==> src/rtl/tsens_i2c_pkg.sv <==
package tsens_i2c_pkg;

    typedef enum logic [3:0] {
        S_IDLE,
        S_ADDR,
        S_ACK_ADDR,
        S_PTR,
        S_ACK_PTR,
        S_WR_HI,
        S_ACK_HI,
        S_WR_LO,
        S_ACK_LO,
        S_RD_HI,
        S_MACK_HI,
        S_RD_LO,
        S_MACK_LO,
        S_IGNORE
    } bus_state_t;

    localparam int          BYTE_BITS   = 8;
    localparam logic [7:0]  PTR_CAPS    = 8'h00;
    localparam logic [7:0]  PTR_CFG     = 8'h01;
    localparam logic [7:0]  PTR_LIMIT0  = 8'h02;
    localparam logic [7:0]  PTR_SENSOR  = 8'h05;
    localparam int          N_LIMITS    = 3;
    localparam int          CRIT_SLOT   = 2;

    localparam int          CFG_HYST_HI   = 10;
    localparam int          CFG_HYST_LO   = 9;
    localparam int          CFG_SHDN      = 8;
    localparam int          CFG_CRIT_LOCK = 7;
    localparam int          CFG_EVT_LOCK  = 6;
    localparam int          CFG_CLEAR     = 5;
    localparam int          CFG_ENABLE    = 3;
    localparam int          CFG_CRIT_ONLY = 2;

    localparam logic [15:0] CFG_KEEP_MASK = 16'h07CF;
    localparam logic [15:0] LIMIT_MASK    = 16'h1FFC;

endpackage

==> src/rtl/i2c_line_sync.sv <==
module i2c_line_sync #(
    parameter int STAGES = 2
) (
    input  logic clk,
    input  logic rst_n,
    input  logic scl_raw,
    input  logic sda_raw,
    output logic sda_level,
    output logic scl_rise,
    output logic scl_fall,
    output logic bus_start,
    output logic bus_stop
);
    localparam int LAST = STAGES;
    localparam int CUR  = STAGES - 1;

    logic [STAGES:0] scl_pipe;
    logic [STAGES:0] sda_pipe;

    always_ff @(posedge clk or negedge rst_n) begin
        if (!rst_n) begin
            scl_pipe <= '1;
            sda_pipe <= '1;
        end else begin
            scl_pipe <= {scl_pipe[STAGES-1:0], scl_raw};
            sda_pipe <= {sda_pipe[STAGES-1:0], sda_raw};
        end
    end

    assign sda_level = sda_pipe[CUR];
    assign scl_rise  =  scl_pipe[CUR] & ~scl_pipe[LAST];
    assign scl_fall  = ~scl_pipe[CUR] &  scl_pipe[LAST];
    assign bus_start = scl_pipe[CUR] & scl_pipe[LAST] & sda_pipe[LAST] & ~sda_pipe[CUR];
    assign bus_stop  = scl_pipe[CUR] & scl_pipe[LAST] & ~sda_pipe[LAST] & sda_pipe[CUR];

endmodule

==> src/rtl/i2c_word_fsm.sv <==
module i2c_word_fsm
    import tsens_i2c_pkg::*;
#(
    parameter logic [3:0] DEV_BASE = 4'b0011
) (
    input  logic        clk,
    input  logic        rst_n,
    input  logic        scl_rise,
    input  logic        scl_fall,
    input  logic        bus_start,
    input  logic        bus_stop,
    input  logic        sda_level,
    input  logic [2:0]  dev_sel,
    output logic        sda_pull_low,
    output logic [7:0]  reg_addr,
    output logic [15:0] reg_wdata,
    output logic        reg_we,
    input  logic [15:0] reg_rdata
);
    localparam int CNT_W = $clog2(BYTE_BITS + 1);
    localparam logic [CNT_W-1:0] CNT_FULL = CNT_W'(BYTE_BITS);
    localparam logic [CNT_W-1:0] CNT_LAST = CNT_W'(BYTE_BITS - 1);

    bus_state_t       state_q, state_d;
    logic [CNT_W-1:0] bitcnt_q;
    logic [7:0]       rx_q, tx_q, hi_q, lo_q, ptr_q;
    logic             rw_q;
    logic             byte_done, tx_last, addr_hit, rx_state, tx_state;

    assign byte_done = (bitcnt_q == CNT_FULL);
    assign tx_last   = (bitcnt_q == CNT_LAST);
    assign addr_hit  = (rx_q[7:1] == {DEV_BASE, dev_sel});
    assign rx_state  = (state_q inside {S_ADDR, S_PTR, S_WR_HI, S_WR_LO});
    assign tx_state  = (state_q inside {S_RD_HI, S_RD_LO});
    assign reg_addr  = ptr_q;

    // next state
    always_comb begin
        state_d = state_q;
        if (bus_stop) begin
            state_d = S_IDLE;
        end else if (bus_start) begin
            state_d = S_ADDR;
        end else if (scl_rise) begin
            if ((state_q == S_MACK_HI || state_q == S_MACK_LO) && sda_level)
                state_d = S_IGNORE;
        end else if (scl_fall) begin
            unique case (state_q)
                S_ADDR:     if (byte_done) state_d = addr_hit ? S_ACK_ADDR : S_IGNORE;
                S_ACK_ADDR: state_d = rw_q ? S_RD_HI : S_PTR;
                S_PTR:      if (byte_done) state_d = S_ACK_PTR;
                S_ACK_PTR:  state_d = S_WR_HI;
                S_WR_HI:    if (byte_done) state_d = S_ACK_HI;
                S_ACK_HI:   state_d = S_WR_LO;
                S_WR_LO:    if (byte_done) state_d = S_ACK_LO;
                S_ACK_LO:   state_d = S_WR_HI;
                S_RD_HI:    if (tx_last) state_d = S_MACK_HI;
                S_MACK_HI:  state_d = S_RD_LO;
                S_RD_LO:    if (tx_last) state_d = S_MACK_LO;
                S_MACK_LO:  state_d = S_RD_HI;
                S_IDLE, S_IGNORE: state_d = state_q;
                default:    state_d = S_IDLE;
            endcase
        end
    end

    // state register and datapath
    always_ff @(posedge clk or negedge rst_n) begin
        if (!rst_n) begin
            state_q   <= S_IDLE;
            bitcnt_q  <= '0;
            rx_q      <= '0;
            tx_q      <= '0;
            hi_q      <= '0;
            lo_q      <= '0;
            ptr_q     <= PTR_CAPS;
            rw_q      <= 1'b0;
            reg_we    <= 1'b0;
            reg_wdata <= '0;
        end else begin
            state_q <= state_d;
            reg_we  <= 1'b0;
            if (state_d != state_q) begin
                bitcnt_q <= '0;
            end else if (scl_rise && rx_state && !byte_done) begin
                rx_q     <= {rx_q[6:0], sda_level};
                bitcnt_q <= bitcnt_q + 1'b1;
            end else if (scl_fall && tx_state) begin
                tx_q     <= {tx_q[6:0], 1'b0};
                bitcnt_q <= bitcnt_q + 1'b1;
            end
            if (state_q == S_ADDR && state_d == S_ACK_ADDR) rw_q <= rx_q[0];
            if (state_q == S_PTR && state_d == S_ACK_PTR) ptr_q <= rx_q;
            if (state_q == S_WR_HI && state_d == S_ACK_HI) hi_q <= rx_q;
            if (state_q == S_WR_LO && state_d == S_ACK_LO) begin
                reg_we    <= 1'b1;
                reg_wdata <= {hi_q, rx_q};
            end
            if (state_d == S_RD_HI && state_q != S_RD_HI) begin
                tx_q <= reg_rdata[15:8];
                lo_q <= reg_rdata[7:0];
            end
            if (state_d == S_RD_LO && state_q != S_RD_LO) tx_q <= lo_q;
        end
    end

    // outputs
    always_comb begin
        unique case (state_q)
            S_ACK_ADDR, S_ACK_PTR, S_ACK_HI, S_ACK_LO: sda_pull_low = 1'b1;
            S_RD_HI, S_RD_LO:                         sda_pull_low = ~tx_q[7];
            default:                                  sda_pull_low = 1'b0;
        endcase
    end

    AST_PTR_HOLD_RD: assert property (@(posedge clk) disable iff (!rst_n)
        (state_q inside {S_RD_HI, S_RD_LO, S_MACK_HI, S_MACK_LO}) |=> $stable(ptr_q));
    AST_WE_ACKED: assert property (@(posedge clk) disable iff (!rst_n)
        reg_we |-> (state_q == S_ACK_LO && sda_pull_low));

endmodule

==> src/rtl/tsens_regfile.sv <==
module tsens_regfile
    import tsens_i2c_pkg::*;
#(
    parameter logic [15:0] CAPS_WORD = 16'h0077
) (
    input  logic        clk,
    input  logic        rst_n,
    input  logic        we,
    input  logic [7:0]  addr,
    input  logic [15:0] wdata,
    input  logic [15:0] sensor_word,
    output logic [15:0] rdata,
    output logic [15:0] cfg_word,
    output logic [15:0] limit_high,
    output logic [15:0] limit_low,
    output logic [15:0] limit_crit,
    output logic        event_clear
);
    logic [15:0] cfg_q, cfg_d;
    logic        clear_q;
    logic        crit_lock, evt_lock, any_lock;
    logic [15:0] lim_val [N_LIMITS];

    assign crit_lock = cfg_q[CFG_CRIT_LOCK];
    assign evt_lock  = cfg_q[CFG_EVT_LOCK];
    assign any_lock  = crit_lock | evt_lock;

    always_comb begin
        cfg_d = wdata & CFG_KEEP_MASK;
        cfg_d[CFG_CRIT_LOCK] = crit_lock | wdata[CFG_CRIT_LOCK];
        cfg_d[CFG_EVT_LOCK]  = evt_lock  | wdata[CFG_EVT_LOCK];
        if (any_lock) begin
            cfg_d[CFG_HYST_HI:CFG_HYST_LO] = cfg_q[CFG_HYST_HI:CFG_HYST_LO];
            cfg_d[CFG_ENABLE]              = cfg_q[CFG_ENABLE];
            cfg_d[CFG_SHDN]                = cfg_q[CFG_SHDN] & wdata[CFG_SHDN];
        end
        if (evt_lock) cfg_d[CFG_CRIT_ONLY] = cfg_q[CFG_CRIT_ONLY];
    end

    always_ff @(posedge clk or negedge rst_n) begin
        if (!rst_n) begin
            cfg_q   <= '0;
            clear_q <= 1'b0;
        end else begin
            clear_q <= we && (addr == PTR_CFG) && wdata[CFG_CLEAR];
            if (we && addr == PTR_CFG) cfg_q <= cfg_d;
        end
    end

    for (genvar g = 0; g < N_LIMITS; g++) begin : g_lim
        logic [15:0] val_q;
        logic        locked;
        assign locked = (g == CRIT_SLOT) ? crit_lock : evt_lock;
        always_ff @(posedge clk or negedge rst_n) begin
            if (!rst_n)
                val_q <= '0;
            else if (we && addr == PTR_LIMIT0 + 8'(g) && !locked)
                val_q <= wdata & LIMIT_MASK;
        end
        assign lim_val[g] = val_q;
    end

    always_comb begin
        rdata = '0;
        if (addr == PTR_CAPS)   rdata = CAPS_WORD;
        if (addr == PTR_CFG)    rdata = cfg_q;
        if (addr == PTR_SENSOR) rdata = sensor_word;
        for (int k = 0; k < N_LIMITS; k++)
            if (addr == PTR_LIMIT0 + 8'(k)) rdata = lim_val[k];
    end

    assign cfg_word    = cfg_q;
    assign limit_high  = lim_val[0];
    assign limit_low   = lim_val[1];
    assign limit_crit  = lim_val[CRIT_SLOT];
    assign event_clear = clear_q;

    AST_CRIT_LOCK_STICKY: assert property (@(posedge clk) disable iff (!rst_n)
        crit_lock |=> crit_lock);
    AST_EVT_LOCK_STICKY: assert property (@(posedge clk) disable iff (!rst_n)
        evt_lock |=> evt_lock);
    AST_CRIT_FROZEN: assert property (@(posedge clk) disable iff (!rst_n)
        crit_lock |=> $stable(lim_val[CRIT_SLOT]));
    AST_WINDOW_FROZEN: assert property (@(posedge clk) disable iff (!rst_n)
        evt_lock |=> ($stable(lim_val[0]) && $stable(lim_val[1])));
    AST_SHDN_NO_SET: assert property (@(posedge clk) disable iff (!rst_n)
        (any_lock && !cfg_q[CFG_SHDN]) |=> !cfg_q[CFG_SHDN]);
    AST_CLEAR_ONE_CYCLE: assert property (@(posedge clk) disable iff (!rst_n)
        clear_q |=> !clear_q);

endmodule

==> src/rtl/tsens_i2c_slave.sv <==
module tsens_i2c_slave
    import tsens_i2c_pkg::*;
#(
    parameter int          SYNC_STAGES = 2,
    parameter logic [3:0]  DEV_BASE    = 4'b0011,
    parameter logic [15:0] CAPS_WORD   = 16'h0077
) (
    input  logic        clk,
    input  logic        rst_n,
    input  logic        scl_in,
    input  logic        sda_in,
    output logic        sda_pull_low,
    input  logic [2:0]  dev_sel,
    input  logic [15:0] sensor_word,
    output logic [15:0] cfg_word,
    output logic [15:0] limit_high,
    output logic [15:0] limit_low,
    output logic [15:0] limit_crit,
    output logic        event_clear
);
    logic        sda_level, scl_rise, scl_fall, bus_start, bus_stop;
    logic [7:0]  reg_addr;
    logic [15:0] reg_wdata, reg_rdata;
    logic        reg_we;

    i2c_line_sync #(.STAGES(SYNC_STAGES)) u_sync (
        .clk       (clk),
        .rst_n     (rst_n),
        .scl_raw   (scl_in),
        .sda_raw   (sda_in),
        .sda_level (sda_level),
        .scl_rise  (scl_rise),
        .scl_fall  (scl_fall),
        .bus_start (bus_start),
        .bus_stop  (bus_stop)
    );

    i2c_word_fsm #(.DEV_BASE(DEV_BASE)) u_fsm (
        .clk          (clk),
        .rst_n        (rst_n),
        .scl_rise     (scl_rise),
        .scl_fall     (scl_fall),
        .bus_start    (bus_start),
        .bus_stop     (bus_stop),
        .sda_level    (sda_level),
        .dev_sel      (dev_sel),
        .sda_pull_low (sda_pull_low),
        .reg_addr     (reg_addr),
        .reg_wdata    (reg_wdata),
        .reg_we       (reg_we),
        .reg_rdata    (reg_rdata)
    );

    tsens_regfile #(.CAPS_WORD(CAPS_WORD)) u_regs (
        .clk         (clk),
        .rst_n       (rst_n),
        .we          (reg_we),
        .addr        (reg_addr),
        .wdata       (reg_wdata),
        .sensor_word (sensor_word),
        .rdata       (reg_rdata),
        .cfg_word    (cfg_word),
        .limit_high  (limit_high),
        .limit_low   (limit_low),
        .limit_crit  (limit_crit),
        .event_clear (event_clear)
    );

endmodule

==> config.mk <==
export PLATFORM = sky130hd
export DESIGN_NAME = tsens_i2c_slave
export DESIGN_NICKNAME = d
export VERILOG_FILES = /design/src/rtl/tsens_i2c_pkg.sv /design/src/rtl/i2c_line_sync.sv /design/src/rtl/i2c_word_fsm.sv /design/src/rtl/tsens_regfile.sv /design/src/rtl/tsens_i2c_slave.sv
export SDC_FILE = /design/constraint.sdc
export NUM_CORES = 1
export LEC_CHECK = 0
export BUFFER_PORTS_ARGS = -buffer_cell sky130_fd_sc_hd__buf_2
export CORE_MARGIN = 3
export CORE_UTILIZATION = 32
export CTS_CLUSTER_DIAMETER = 60
export DETAILED_ROUTE_END_ITERATION = 12
export GPL_TIMING_DRIVEN = 0
export HOLD_SLACK_MARGIN = 0.05
export PLACE_DENSITY_LB_ADDON = 0.12
export SYNTH_ARGS = -nofsm -noshare
export SYNTH_HDL_FRONTEND = slang
export SYNTH_SLANG_ARGS = --single-unit
==> constraint.sdc <==
create_clock -name clk -period 6.21 [get_ports clk]
set_clock_uncertainty 0.1 [all_clocks]
set_input_delay 0 -clock clk [delete_from_list [all_inputs] [get_ports clk]]
set_output_delay 0 -clock clk [all_outputs]
set_load 0.05 [all_outputs]
# ---- Word-level counts from Yosys, hierarchy flattened
# Cells that the tools add are included.
# W data, S select, Z words.
dict set report totals {
  ff_bits 109
  in_bits 23
  output_inout_bits 66
  elab_cells 138
}
dict set report classes {
  addsub 1
  n_eq_ne 32
  muxes 31
  n_bitwise 19
  n_reduce_logical 36
}
# cell n
set ops {}
lappend ops {{$mux W16} 4}
lappend ops {{$mux W4} 16}
lappend ops {{$pmux W4 S12} 1}
lappend ops {{$eq A4 B4 Y1 const B} 10}
lappend ops {{$mux W8} 5}
lappend ops {{$eq A4 B3 Y1 const B} 7}
lappend ops {{$logic_and A1 B1 Y1} 18}
lappend ops {{$eq A8 B2 Y1 const B} 2}
lappend ops {{$eq A8 B3 Y1 const B} 2}
lappend ops {{$eq A4 B2 Y1 const B} 3}
lappend ops {{$mux W11} 1}
lappend ops {{$and A1 B1 Y1} 8}
lappend ops {{$eq A8 B1 Y1 const B} 1}
lappend ops {{$logic_not A8 Y1} 1}
lappend ops {{$ne A4 B4 Y1 const B} 2}
lappend ops {{$not A1 Y1} 8}
lappend ops {{$eq A7 B5 Y1} 1}
lappend ops {{$mux W7} 1}
lappend ops {{$ne A3 B3 Y1 const B} 2}
lappend ops {{$reduce_and A2 Y1} 3}
lappend ops {{$reduce_bool A3 Y1} 2}
lappend ops {{$reduce_or A2 Y1} 3}
lappend ops {{$add A4 B1 Y4 const B} 1}
lappend ops {{$eq A4 B1 Y1 const B} 1}
lappend ops {{other kinds (11)} 16}

# ---- Depth between registers and ports, before layout
dict set report depth {
  depth_word 12
  depth_mapped 11
}

# ---- Cells and area by module
# From an unflattened synthesis, not the netlist that was laid out.
dict set report unflattened {
  hier_cells 531
  hier_area_um2 6045.8
}
# module n_inst cells_per_inst area_each_um2
set modules_own_cells {}
lappend modules_own_cells {i2c_word_fsm 1 299 3375.7}
lappend modules_own_cells {tsens_regfile 1 222 2479.9}
lappend modules_own_cells {i2c_line_sync 1 10 190.2}

# ---- Worst setup path after synthesis
# OpenSTA, ideal clock, no wires.
dict set report synth_timing {
  path_kind {flip-flop to flip-flop}
  startpoint {register u_fsm.bitcnt_q[0]}
  endpoint {register u_fsm.lo_q[7]}
  setup_time_ns 0.127
  arrival_time_ns 2.392
  path_slack_ns 3.591
  stages_incl_launch_ff 12
  synth_period_minus_slack_ns 2.619
  cell_sequence {dfrtp_1 > inv_1 > ha_1 > and3b_1 > nor2_1 > a31o_1 > o31a_2 > a211oi_2 > and2_1 > buf_4 > buf_6 > mux2_1}
}
dict set report synth_between {
  elab_chain_len 9
  word_cells_on_any_way 15
  cone_classes {eq/ne: 3; mux: 11; reduce/logical: 1}
}
# element line_no
set synth_rtl {}
lappend synth_rtl {{start, declared} i2c_word_fsm.sv:25} ;# logic [CNT_W-1:0] bitcnt_q;
lappend synth_rtl {{start signal, assigned} i2c_word_fsm.sv:87} ;# bitcnt_q <= bitcnt_q + 1'b1;
lappend synth_rtl {{start signal, assigned} i2c_word_fsm.sv:90} ;# bitcnt_q <= bitcnt_q + 1'b1;
lappend synth_rtl {{$eq A4 B3 Y1 or $eq A4 B4 Y1 (tied branches)} {i2c_word_fsm.sv:31, i2c_word_fsm.sv:30}}
lappend synth_rtl {{$mux W4 (tied with other cells)} i2c_word_fsm.sv:59} ;# S_RD_LO: if (tx_last) state_d = S_MACK_LO;
lappend synth_rtl {{$pmux W4 S12 (*)} i2c_word_fsm.sv:48} ;# unique case (state_q)
lappend synth_rtl {{$mux W4 (*)} i2c_word_fsm.sv:47} ;# end else if (scl_fall) begin
lappend synth_rtl {{$mux W4 (*)} i2c_word_fsm.sv:44} ;# end else if (scl_rise) begin
lappend synth_rtl {{$mux W4 (*)} i2c_word_fsm.sv:42} ;# end else if (bus_start) begin
lappend synth_rtl {{$mux W4 (*)} i2c_word_fsm.sv:40} ;# if (bus_stop) begin
lappend synth_rtl {{named net u_fsm.state_d[2]} i2c_word_fsm.sv:24} ;# bus_state_t state_q, state_d;
lappend synth_rtl {{$eq A4 B4 Y1 (*)} i2c_word_fsm.sv:99} ;# if (state_d == S_RD_HI && state_q != S_RD_HI) begin
lappend synth_rtl {{$logic_and A1 B1 Y1 (*)} i2c_word_fsm.sv:99}
lappend synth_rtl {{end signal, assigned} i2c_word_fsm.sv:101} ;# lo_q <= reg_rdata[7:0];
lappend synth_rtl {{end, declared} i2c_word_fsm.sv:26} ;# logic [7:0] rx_q, tx_q, hi_q, lo_q, ptr_q;
# Mark *: on every way through the listed nets, which the timed path passes. The rest lies on a longest branch.
# A chain may end at the register's enable or synchronous reset.

# ---- Worst setup path in the final report
dict set report layout_timing {
  startpoint {register u_fsm.ptr_q[1], in the netlist u_fsm.reg_addr[1]}
  endpoint {register u_regs.g_lim[1].val_q[6], in the netlist u_regs.limit_low[6]}
}
dict set report layout_between {
  elab_chain_len 3
}
# element line_no
set layout_rtl {}
lappend layout_rtl {{start, declared} i2c_word_fsm.sv:26}
lappend layout_rtl {{start signal, assigned} i2c_word_fsm.sv:93} ;# if (state_q == S_PTR && state_d == S_ACK_PTR) ptr_q <= rx_q;
lappend layout_rtl {{$eq A8 B2 Y1} tsens_regfile.sv:57} ;# else if (we && addr == PTR_LIMIT0 + 8'(g) && !locked)
lappend layout_rtl {{$logic_and A1 B1 Y1 (2 in a row)} tsens_regfile.sv:57}
lappend layout_rtl {{end signal, assigned} tsens_regfile.sv:58} ;# val_q <= wdata & LIMIT_MASK;
lappend layout_rtl {{end, declared} tsens_regfile.sv:51} ;# logic [15:0] val_q;
# No other way between the ends.

==> flow_summary.rst <==
.. list-table::
   :header-rows: 1

   * - Metric
     - Value
   * - Total setup buffers inserted after CTS
     - 0
   * - Leakage power of the design
     - 0.00331 µW
   * - Type of the worst min-delay path
     - input port to asynchronous set/reset pin
   * - Root buffer selected by CTS
     - sky130_fd_sc_hd__clkbuf_16
   * - First-pass DRT Iterations
     - 5
   * - CTS tree
     - built
   * - Routed wire per std cell
     - 18.8 µm
   * - Launching element type of the critical path
     - flop
   * - Vias in the first global route
     - 4385
   * - Highest ir drop seen on vdd
     - 132 µV
   * - Starting density of the core
     - 33.3%
   * - Number of synthesized register bits
     - 109
   * - Setup repair after global routing missed its margin
     - false
   * - Period utilisation layout
     - 51.3%
   * - M1 wire length
     - 7280 µm
   * - Routed WL
     - approximately 16000 µm
   * - Post-layout util
     - 39.7%
   * - Ratio of routed vias to standard cells
     - 5.14
   * - Worst path setup slack after routing
     - approximately 3.0 ns
   * - Antenna cells
     - 0
   * - Number of fill cells
     - between 1500 and 2000
   * - F_max
     - 314 MHz
   * - Worst Path Arrival
     - 3.32 ns
   * - Cell count after synthesis
     - roughly 500
   * - Average instance area after synthesis
     - 11.3 µm²
   * - GRT overflow
     - 0
   * - Area of the core
     - 16900 µm²
   * - Summed instance area of the synthesized netlist
     - approximately 5600 µm²
   * - Area growth from synthesis to layout
     - 19.3%
   * - Top layer used by detailed routing
     - met4
   * - Commonest register cell after synthesis
     - sky130_fd_sc_hd__dfrtp_1
   * - Number of enable flip-flop cells after synthesis
     - 0
   * - Final antenna-violating net count
     - 0
   * - Fraction of post-synthesis cell area in the top cell type by area
     - a little under half
   * - Run status
     - finished clean
   * - Met2 WL post-DR
     - ~7200 µm
   * - Category of the worst setup path capture point
     - flop
   * - Maximum Capacitance Violations
     - 0
   * - Worst Hold Margin
     - approximately 0.080 ns
   * - Final number of max-transition violations
     - 0
   * - Critical path start-end classification
     - flop to flop
   * - Port-buffer cells
     - 66
   * - Final count of negative-setup-slack endpoints
     - 0
   * - Antenna violations before repair
     - 0
   * - Final standard cell area without fillers
     - 6710 µm²
   * - Async set or reset register ratio after synthesis
     - 100%
   * - Final period demand of the worst path
     - 3.18 ns
   * - Top area cells in the synthesized netlist
     - sky130_fd_sc_hd__dfrtp_1 (46%), sky130_fd_sc_hd__mux2_2 (16%), sky130_fd_sc_hd__buf_4 (3.2%)
   * - Via count
     - 4254
   * - Actual slew at the worst max-slew pin
     - about 0.92 ns
   * - Routability-driven placement congestion ratio
     - 0.852
   * - Die Ht
     - 139 µm
   * - Clk slew on worst S/H paths
     - about 0.070 ns
   * - Critical path peak fanout
     - 10
   * - Fraction of layout cells with a size suffix above 1
     - a little over a third
   * - Maximum clock path buffer count
     - 2
   * - Power density cells
     - 251 nW/µm²
   * - Number of warnings printed during yosys synthesis
     - 0
   * - Clock network latency to the later pin of the worst-skew pair
     - 0.35 ns
   * - Most common cell in the netlist
     - sky130_fd_sc_hd__dfrtp_1
   * - Number of distinct standard cells referenced by the synthesized netlist
     - 63
   * - Area after DPL
     - 6330 µm²
   * - Die W
     - 139 µm
   * - Ports placed on the boundary
     - 89
   * - Total negative setup slack
     - 0 ns
   * - Number of H-tree branching levels
     - 3
   * - Final Hold Vio Count
     - 0
   * - CTS buffer count
     - 9
   * - Critical Path RT
     - 6.35 ns
   * - Number of placement rows
     - 47
   * - Max-slew headroom
     - 38.3%
   * - Global-route wire length before repair
     - between 20000 and 25000 µm
   * - DRC violations left
     - 0
   * - Setup Slack @ Placement
     - 3.01 ns
   * - Library cell with the largest summed area after synthesis
     - sky130_fd_sc_hd__dfrtp_1
   * - Maximum number of pins on one net before global-route repair
     - 72
   * - Post-DP HPWL
     - around 12000 µm
   * - Met3 wire length
     - between 800 and 900 µm
   * - Cell types with the highest counts after synthesis
     - sky130_fd_sc_hd__dfrtp_1 (103), sky130_fd_sc_hd__mux2_2 (79), sky130_fd_sc_hd__nand2_1 (29)
   * - Overall routing resource usage
     - 16.3%
   * - Clk sink count
     - 109
   * - Register area share after synthesis
     - 48.7%
   * - Die footprint
     - 19200 µm²
   * - Final-stage net count
     - around 630
   * - Drt first-iter violations
     - 272
[kinds of logic after synthesis]
| family | after synthesis | share of synthesized area (%) |
|---|---|---|
| xor+xnor | 10 | 1.56 |
| mux | 90 | 17.8 |
| flops | 109 | 48.7 |
| other cells | 1 | 0.0667 |
| simple gates | 130 | 12.6 |
| compound gates | 93 | 12.5 |
| buf+inv | 62 | 6.14 |
| fa+ha+maj | 3 | 0.623 |
[final cells by class]
| type | count | area, µm² | share of cell area (%) |
|---|---|---|---|
| sequential | 109 | 2740 | 40.8 |
| clock buffer | 11 | 253 | 3.77 |
| multi-input combinational | 348 | 2620 | 39.0 |
| tap | 220 | 275 | 4.10 |
| buffer | 50 | 300 | 4.48 |
| inverter | 12 | 45.0 | 0.672 |
| clock inverter | 5 | 58.8 | 0.877 |
| timing repair buffer | 73 | 420 | 6.27 |
[report_power, final]
part / switching [µW] / total (µW) / internal (µW)
Sequential: 35.8 / 782 / 746
Combinational: 192 / 299 / 108
Clock: 265 / 600 / 335
Total: 493 / 1680 / 1190
[critical path, cell delays in order, from the launching register on]
cell and delay (ns):
sky130_fd_sc_hd__dfrtp_1 0.32, sky130_fd_sc_hd__clkbuf_1 0.37, sky130_fd_sc_hd__nand2b_1 0.24, sky130_fd_sc_hd__nor2_1 0.44, sky130_fd_sc_hd__and2_1 0.30, sky130_fd_sc_hd__and3b_1 0.23
sky130_fd_sc_hd__clkbuf_1 0.65, sky130_fd_sc_hd__mux2_2 0.42
[routing by layer]
| layer | global-route usage [%] | vias to the layer above |
|---|---|---|
| met5 | 0 | - |
| met4 | 5.25 | 0 |
| met3 | 4.03 | 25 |
| met2 | 25.1 | 111 |
| met1 | 22.6 | 2129 |
| li1 | - | 1989 |
[registers in the layout (all words and copies together), names as in the netlist]
| register | cells |
|---|---|
| u_sync.sda_pipe | 3 |
| u_fsm.tx_q | 8 |
| u_fsm.reg_addr | 8 |
| u_regs.cfg_word | 9 |
| u_fsm.rx_q | 8 |
| u_regs.limit_crit | 11 |
| u_regs.event_clear | 1 |
| u_fsm.bitcnt_q | 4 |
| u_regs.limit_low | 11 |
| u_fsm.reg_wdata | 13 |
| u_fsm.reg_we | 1 |
| u_fsm.lo_q | 8 |
| u_fsm.hi_q | 5 |
| u_regs.limit_high | 11 |
| u_fsm.state_q | 4 |
| u_fsm.rw_q | 1 |
| u_sync.scl_pipe | 3 |
[final timing paths]
kind | start | to | slack, ns | cells after the start
min in group clk | sensor_word[1] | u_fsm.lo_q[1]$_DFFE_PN0N_ | 0.09 | 4
worst max-delay path | u_fsm.reg_addr[1]$_DFFE_PN0P_ | u_regs.limit_low[6]$_DFFE_PN0P_ | 3.03 | 7
worst min-delay path | rst_n | u_fsm.bitcnt_q[3]$_DFFE_PN0P_ | 0.08 | 2
worst max register to register | u_fsm.reg_addr[1]$_DFFE_PN0P_ | u_regs.limit_low[6]$_DFFE_PN0P_ | 3.03 | 7
max in group asynchronous | rst_n | u_sync.sda_pipe[0]$_DFF_PN1_ | 5.19 | 3
worst min register to register | u_sync.scl_pipe[0]$_DFF_PN1_ | u_sync.scl_pipe[1]$_DFF_PN1_ | 0.26 | 0
[placed cells by master, fill, tap and decap left out, types with 4 or more instances in the layout]
cell type / instances
sky130_fd_sc_hd__nor2b_1: 8
sky130_fd_sc_hd__and2_1: 5
sky130_fd_sc_hd__mux2i_1: 10
sky130_fd_sc_hd__inv_1: 12
sky130_fd_sc_hd__mux2_2: 79
sky130_fd_sc_hd__a221o_1: 9
sky130_fd_sc_hd__o211ai_1: 5
sky130_fd_sc_hd__nand4b_1: 5
sky130_fd_sc_hd__nand2b_1: 10
sky130_fd_sc_hd__nor3_1: 10
sky130_fd_sc_hd__dfstp_2: 6
sky130_fd_sc_hd__o21ai_0: 15
sky130_fd_sc_hd__buf_2: 75
sky130_fd_sc_hd__xnor2_1: 7
sky130_fd_sc_hd__and3_1: 8
sky130_fd_sc_hd__clkbuf_1: 10
sky130_fd_sc_hd__a32o_1: 6
sky130_fd_sc_hd__nand2_1: 29
sky130_fd_sc_hd__nand3_1: 8
sky130_fd_sc_hd__a21oi_1: 19
sky130_fd_sc_hd__conb_1: 22
sky130_fd_sc_hd__clkbuf_16: 9
sky130_fd_sc_hd__nor2_1: 27
sky130_fd_sc_hd__and3b_1: 4
sky130_fd_sc_hd__dfrtp_1: 103
sky130_fd_sc_hd__a211oi_1: 4
sky130_fd_sc_hd__buf_4: 25
sky130_fd_sc_hd__dlygate4sd3_1: 6
[per-stage QoR]
step,std cells,total power (µW)
2_1_floorplan,519,994
6_report,828,1680
5_1_grt,828,1760
3_3_place_gp,805,1090
4_1_cts,828,1710
3_5_place_dp,806,1090
[what timing repair did]
item	in CTS	in global routing
gates resized for setup	0	0
endpoints found under the hold margin	112	0
hold buffers	6	0
(Power assumes the default switching activity.)
